$ cat src/rtl/wide_store_seq.sv
module wide_store_seq #(
  parameter int AW = 32
) (
  input  logic          clk,
  input  logic          rst_n,
  input  logic          req_valid,
  input  logic [1:0]    req_kind,
  input  logic [AW-1:0] req_addr,
  input  logic [31:0]   req_data,
  output logic          busy,
  output logic          done,
  output logic          addr_err,
  output logic          mem_we,
  output logic [AW-1:0] mem_addr,
  output logic [31:0]   mem_wdata,
  input  logic          mem_ack
);
  logic          active;
  logic [1:0]    beat, last;
  logic [AW-1:0] base;
  logic [31:0]   data;
  logic          aligned, legal;

  assign legal = req_kind != 2'b11;

  always_comb begin
    case (req_kind)
      2'b00:   aligned = req_addr[1:0] == 2'b00;
      2'b01:   aligned = req_addr[2:0] == 3'b000;
      default: aligned = req_addr[3:0] == 4'b0000;
    endcase
  end

  always_ff @(posedge clk) begin
    if (!rst_n) begin
      active   <= 1'b0;
      beat     <= '0;
      last     <= '0;
      base     <= '0;
      data     <= '0;
      done     <= 1'b0;
      addr_err <= 1'b0;
    end else begin
      done     <= 1'b0;
      addr_err <= 1'b0;
      if (!active) begin
        if (req_valid && legal) begin
          if (aligned) begin
            active <= 1'b1;
            beat   <= '0;
            base   <= req_addr;
            data   <= req_data;
            case (req_kind)
              2'b00:   last <= 2'd0;
              2'b01:   last <= 2'd1;
              default: last <= 2'd3;
            endcase
          end else begin
            addr_err <= 1'b1;
          end
        end
      end else if (mem_ack) begin
        if (beat == last) begin
          active <= 1'b0;
          done   <= 1'b1;
        end else begin
          beat <= beat + 2'd1;
        end
      end
    end
  end

  assign busy      = active;
  assign mem_we    = active;
  assign mem_addr  = base + AW'({beat, 2'b00});
  assign mem_wdata = (beat == 2'd0) ? data : 32'd0;


  done_single_chk: assert property (@(posedge clk) disable iff (!rst_n)
    done |=> !done);

  done_after_ack_chk: assert property (@(posedge clk) disable iff (!rst_n)
    done |-> !busy && $past(mem_we && mem_ack));

  stall_hold_chk: assert property (@(posedge clk) disable iff (!rst_n)
    mem_we && !mem_ack |=> mem_we && $stable(mem_addr) && $stable(mem_wdata));

  later_zero_chk: assert property (@(posedge clk) disable iff (!rst_n)
    mem_we && $past(mem_we && mem_ack) |-> mem_wdata == 32'd0);

  addr_step_chk: assert property (@(posedge clk) disable iff (!rst_n)
    mem_we && $past(mem_we && mem_ack) |-> mem_addr == $past(mem_addr) + AW'(4));

  err_no_write_chk: assert property (@(posedge clk) disable iff (!rst_n)
    addr_err |-> !mem_we && !busy);
endmodule

$ cat config.mk
export PLATFORM = sky130hd
export DESIGN_NAME = wide_store_seq
export DESIGN_NICKNAME = d
export VERILOG_FILES = /design/src/rtl/wide_store_seq.sv
export SDC_FILE = /design/constraint.sdc
export NUM_CORES = 1
export LEC_CHECK = 0
export CAP_MARGIN = 40
export CORE_MARGIN = 10
export CORE_UTILIZATION = 57
export CTS_CLUSTER_SIZE = 14
export DETAILED_ROUTE_END_ITERATION = 12
export DONT_BUFFER_PORTS = 1
export HOLD_SLACK_MARGIN = 0.02
export PLACE_DENSITY = 0.86
export SETUP_SLACK_MARGIN = 0.5
export SYNTH_ARGS = -nofsm -noshare
export SYNTH_HDL_FRONTEND = slang
export SYNTH_SLANG_ARGS = --single-unit
$ cat constraint.sdc
create_clock -name clk -period 1.8 [get_ports clk]
set_input_delay 0.18 -clock clk [delete_from_list [all_inputs] [get_ports clk]]
set_output_delay 0.18 -clock clk [all_outputs]
set_load 0.005 [all_outputs]
==> flow_summary.yaml, run 1 <==
layout:
  fin_util_pct: 77.87
  area_growth_pct: 32.53
  fin_nets: 540
  final_cell_mix: "nand3_1, dfxtp_1, a21boi_0"
  drive_gt1_share_pct: 35.74
  antenna_cells: 0
  finalInstanceArea_um2: 4945
  nFillCells: 420
  final_common_cell: "nand3_1"
yosys:
  synth_compound_area_share_pct: 24.21
  synth_top_family_by_area: "compound AO/OA/AOI/OAI gates"
  ys_seq_area_share_pct: 38.10
  syn_nets: 525
  synthCells: 451
  ys_ff_latch: 71
  ys_types: 40
  synthXorXnorAreaFrac_pct: 7.042
  synth_ff_type: "dfxtp_1"
  ys_warn_count: 0
  yosys-mux-area-fraction_pct: 0
  synthArstFlopShare_pct: 0
  syn-cell-area_um2: 3731
  yosys.area_share.simple_pct: 23.21
  syn_area_per_cell_um2: 8.273
  synth_edf_count: 0
  synth-adder-area-share_pct: 1.543
timing:
  fin_skew_ns: 0.01063
  post-route-period-util_pct: 119.9
  max_slew_margin_pct: 48.12
  drv_slew: 0
  worstMarginPinSlew_ns: 0.7752
  setup_violations: 58
  clock.fmax_ghz: 0.4632
  whs_ns: -0.03225
  layout_setup_ws_ns: -0.3589
  min_period_ns: 2.159
  final_hold_viol_count: 35
  rsz0062_at_grt: "yes"
clock_tree:
  cts_tree: "done"
  htreeDepth: 3
  clkTransAtPathRegs_ns: 0.08
  hold_buffers: 8
  cts_root_buf: "clkbuf_8"
  cts_buffers: 9
  cts.sinks: 71
  clockBufferDepth: 2
  clk_latency_ns: 0.34
critical_path:
  cp-end-kind: "primary output"
  crit_path_start_kind: "flop"
  cp.arrival_ns: 1.98
  required_ns: 1.62
  path_class: "reg2out"
  worstPathMaxFanout: 6
global_route:
  antenna_found_initial: 0
  grt_pass1_vias: 3525
  grt_start_max_net_pins: 72
  met3_usage_pct: 7.476
  grt_pass1_wl_um: 17600
  met2_usage_pct: 38.48
  grt.overflow.total: 0
  met1_usage_pct: 22.37
  grt-busiest-layer: "met2"
  gr-usage-all-layers_pct: 21.23
route:
  vias_per_cell: 6.353
  totalWireLength_um: 12060
  drtIter0Drc: 185
  dr_total_vias: 3475
  drc: 0
  ant_nets: 0
  dr.pass1.iters: 4
  wire_per_inst_um: 22.05
pwr:
  power_density_nw_per_um2: 609.0
  ir_worst_vdd_uv: 547.0
  power_mw: 3.011
  p_leak_nw: 1.912
die:
  initial_core_util_pct: 58.76
  die_y_um: 100.9
  core_area_um2: 6350
  pin_count: 138
  design.die.area_um2: 10180
  num_rows: 29
  die_x_um: 100.9
worst_hold_path:
  hold_class: "in2reg"
place:
  place.gp.congestion: 0.8487
  numPortBuffers: 0
  hpwlAfterDp_um: 7551
  place_area_um2: 3949
  dp_slack_ns: -0.09707
run_status:
  violations: "negative hold slack, negative setup slack"
  outcome: "complete, but fails checks"
job:
  maxCapViolCount: 0
-- path summary, 6_finish.rpt --
check / from / endpoint / slack, ns / cells past startpoint
setup / recovery: base[3] / mem_addr[24] / -0.36 / 6
setup reg to reg: beat[1] / beat[0] / 0.26 / 8
hold / removal: rst_n / busy / -0.03 / 1
hold reg to reg: data[5] / data[5] / 0.48 / 2
-- cells in the mapped netlist, types with 2 or more instances --
cell	n	area (um^2)
buf_2	8	40.04
inv_1	5	18.77
xor2_1	17	148.9
xnor2_1	13	113.9
buf_1	2	7.510
buf_4	3	22.52
o21ai_0	63	315.3
nand3_1	74	370.4
nor3_1	7	35.03
ha_1	3	37.54
nand2_1	11	41.29
a21boi_0	60	450.4
o311a_1	2	20.02
and4_1	4	35.03
a21boi_1	5	37.54
buf_6	2	22.52
nor2_1	8	30.03
o211ai_1	2	15.01
and3_1	6	37.54
and2_1	32	200.2
o21bai_1	2	15.01
nand4_1	3	18.77
dfxtp_1	71	1421
nor4_1	3	18.77
a21oi_1	2	10.01
clkbuf_1	29	108.9
-- flip-flops by register name (all words and copies together), names as in the netlist --
signal,cells
data,32
addr_err,1
done,1
beat,2
base,32
busy,1
last,2
-- through the flow --
step	TNS (ns)	instances
2_1_floorplan	0	451
3_5_place_dp	-0.3399	508
4_1_cts	-6.104	539
6_report	-6.919	547
5_1_grt	-10.15	547
3_3_place_gp	-0.09669	508
-- layer usage --
metal,share of wire [%],wire [um]
met5,0,0
met4,2.4,289
met3,8.1,974
met1,37,4496
met2,52,6299
-- final cells by class --
class	count	area, um^2	area share, %
multi-input cells	331	2676	54.12
flip-flops and latches	71	1451	29.35
repair buffers	48	535.5	10.83
clock buffers	11	141.4	2.859
well taps	77	96.34	1.948
clock inverters	4	22.52	0.4555
inverters	5	21.27	0.4302
-- power breakdown --
part / total, mW / internal, mW / leakage (nW) / switching (mW)
Combinational: 0.288 / 0.125 / 1.24 / 0.163
Sequential: 1.62 / 1.60 / 0.582 / 0.0281
Clock: 1.10 / 0.524 / 0.0850 / 0.576
-- timing repair --
| item | 4_1_cts | 5_1_grt |
|---|---|---|
| endpoints found under the setup margin | 126 | 77 |
| resized for setup | 91 | 63 |
| gates cloned | 1 | 0 |
| hold endpoints to repair | 71 | 71 |
| pin swaps | 20 | 30 |
| buffers inserted | 7 | 8 |
-- cells by family after synthesis --
kind of cell / count (synthesis)
XOR/XNOR: 30
AO/OA/AOI/OAI: 141
AND/OR/NAND/NOR: 156
buffers and inverters: 49
flip-flops: 71
adder cells (fa/ha/maj): 4
-- critical path: stages (launching register included) --
cell,delay (ns)
dfxtp_2,0.36
buf_4,0.13
fa_2,0.20
nand4_1,0.15
or2_4,0.36
nor3_4,0.21
xor2_2,0.21
No activity file was read; power rests on OpenSTA's default activity.
==> run 2, diff against run 1 <==
Settings changed: ABC_AREA set to 1, GPL_TIMING_DRIVEN set to 0, SKIP_CTS_REPAIR_TIMING set to 1.
==> run 2 against run 1 <==
Effect of this change: the flow still finishes with violations (negative hold slack, negative setup slack); worst hold slack better by 0.023 ns; count of clock-buffer cells in the layout up 1; combinational power shrank 6%; register-to-register slack improved by 0.27 ns; clock skew decreased by 0.0044 ns; critical endpoint is now mem_addr[16]; largest cell class unchanged; largest power group unchanged; highest routed layer unchanged.
==> flow_summary.yaml, run 2 <==
layout:
  top_regs: "base (32), data (32)"
  drive_gt1_share_pct: 21.19
  final_common_cell: "nor2_1"
  final_cell_mix: "nor2_1, nand2_1, o21ai_0"
  fin_nets: 673
  area_growth_pct: 23.37
  fin_util_pct: 72.20
  nFillCells: 522
  finalInstanceArea_um2: 4558
timing:
  final_hold_viol_count: 1
  post-route-period-util_pct: 114.1
  fin_tns_setup_ns: -2.683
  clock.fmax_ghz: 0.4868
  whs_ns: -0.009725
  rsz0062_at_grt: "yes"
  setup_violations: 21
  max_slew_margin_pct: 68.24
  worstMarginPinSlew_ns: 0.4765
  min_period_ns: 2.054
  drv_slew: 0
  layout_setup_ws_ns: -0.2543
  fin_skew_ns: 0.006193
clock_tree:
  cts.sinks: 71
  clk_latency_ns: 0.34
  cts_buffers: 9
  clockBufferDepth: 2
  htreeDepth: 3
  cts_tree: "done"
  clkTransAtPathRegs_ns: 0.07
  cts_root_buf: "clkbuf_8"
pwr:
  ir_worst_vdd_uv: 672.5
  power_density_nw_per_um2: 784.6
  p_leak_nw: 2.067
  power_mw: 3.576
yosys:
  synth.most_common_cell: "nor2_1"
  synthCells: 572
  ys_warn_count: 0
  syn_nets: 646
  syn-cell-area_um2: 3695
  synth.top_cell.area_share_pct: 38.47
  ys_types: 26
  synthArstFlopShare_pct: 0
  synth_top_area_cell: "dfxtp_1"
  yosys-top-cells-count: "nor2_1, nand2_1, dfxtp_1"
  ys_seq_area_share_pct: 38.47
  synth_area_leaders: "dfxtp_1, nor2_1, nand2_1, o21ai_0, inv_1"
  synth_edf_count: 0
  synth_ff_type: "dfxtp_1"
  ys_ff_latch: 71
  syn_area_per_cell_um2: 6.459
route:
  dr_total_vias: 3589
  wire_per_inst_um: 16.13
  dr.pass1.iters: 4
  drc: 0
  ant_nets: 0
  drtIter0Drc: 164
  vias_per_cell: 5.255
  totalWireLength_um: 11020
place:
  hpwlAfterDp_um: 8128
  numPortBuffers: 0
  place_area_um2: 3819
  place.gp.congestion: 0.9229
critical_path:
  cp-end-kind: "primary output"
  required_ns: 1.62
  cp.arrival_ns: 1.87
  crit_path_start_kind: "flop"
  crit_chain: "ha_4 -> fa_2 -> inv_1 -> nor3_4 -> nand3_1 -> xnor2_2"
  crit_path_max_incr_delay_ns: 0.38
  path_class: "reg2out"
  slowest_stage: "dfxtp_4"
  worstPathMaxFanout: 4
die:
  pin_count: 138
  die_x_um: 100.5
  design.die.area_um2: 10100
  initial_core_util_pct: 58.52
  core_area_um2: 6314
  num_rows: 29
  die_y_um: 100.5
global_route:
  antenna_found_initial: 2
  grt.overflow.total: 0
  grt_start_max_net_pins: 13
  grt_pass1_vias: 3417
  grt_pass1_wl_um: 16300
  gr-usage-all-layers_pct: 19.81
worst_hold_path:
  hold_class: "in2reg"
run_status:
  violations: "negative hold slack, negative setup slack"
  outcome: "complete, but fails checks"
job:
  maxCapViolCount: 0
## run 2: cell types whose count changed after synthesis, moves of 6 or more
cell,before,now
a21boi_0,60,0
and2_1,32,0
and3_1,6,0
buf_2,8,1
buf_6,2,8
clkbuf_1,29,15
inv_1,5,54
nand2_1,11,124
nand3_1,74,7
nor2_1,8,173
xor2_1,17,10
## run 2: layout make-up
class / count / area (um^2) / area share, %
clock buffers: 12 / 165.2 / 3.623
clock inverters: 4 / 98.84 / 2.169
multi-input cells: 419 / 2171 / 47.63
inverters: 55 / 209.0 / 4.584
repair buffers: 16 / 150.1 / 3.294
diodes: 2 / 5.005 / 0.1098
well taps: 77 / 96.34 / 2.114
flip-flops and latches: 71 / 1466 / 32.17
plain buffers: 27 / 196.4 / 4.310
## run 2: worst max-delay path: cells and delay by family, from the launching register on
kind / cells / cell delay [ns]
AND/OR/NAND/NOR: 2 / 0.45
flip-flops: 1 / 0.38
XOR/XNOR: 1 / 0.18
buffers and inverters: 1 / 0.11
adder cells (fa/ha/maj): 2 / 0.42
## run 2: logic make-up (layout without fill, tap and decap cells)
kind of cell / count (synthesis) / count (layout) / share of synthesized area, %
AND/OR/NAND/NOR: 326 / 326 / 35.39
buffers and inverters: 82 / 114 / 10.29
flip-flops: 71 / 71 / 38.47
AO/OA/AOI/OAI: 67 / 67 / 9.075
XOR/XNOR: 22 / 22 / 5.215
adder cells (fa/ha/maj): 4 / 4 / 1.558
other: 0 / 2 / 0
## run 2: worst paths after layout
kind | end | slack [ns] | cells after the start | start
setup / recovery | mem_addr[16] | -0.25 | 6 | beat[0]
hold / removal | data[14] | -0.01 | 2 | req_data[14]
setup reg to reg | data[28] | 0.53 | 5 | busy
hold reg to reg | base[1] | 0.44 | 2 | base[1]
## run 2: stage by stage
stage / setup slack (ns) / hold slack [ns] / instances
floorplan: 0.2616 / 0.3253 / 572
detailed placement: 0.01992 / 0.3372 / 649
global route: -0.3346 / 0.02056 / 682
global placement: 0.06433 / 0.3291 / 649
finish: -0.2543 / -0.009725 / 683
CTS: -0.3532 / -0.01821 / 665
## run 2: metal layers
metal,track usage (%),routed length (um),vias to the layer above
li1,-,-,1804
met1,23.41,4375,1640
met2,32.74,5592,131
met3,6.173,879,14
met4,7.609,169,0
met5,0,0,-
## run 2: power by group
group | switching (mW) | internal (mW) | total [mW]
logic | 0.158 | 0.114 | 0.272
registers | 0.0502 | 1.61 | 1.66
clock network | 0.599 | 1.04 | 1.64
total | 0.808 | 2.77 | 3.58
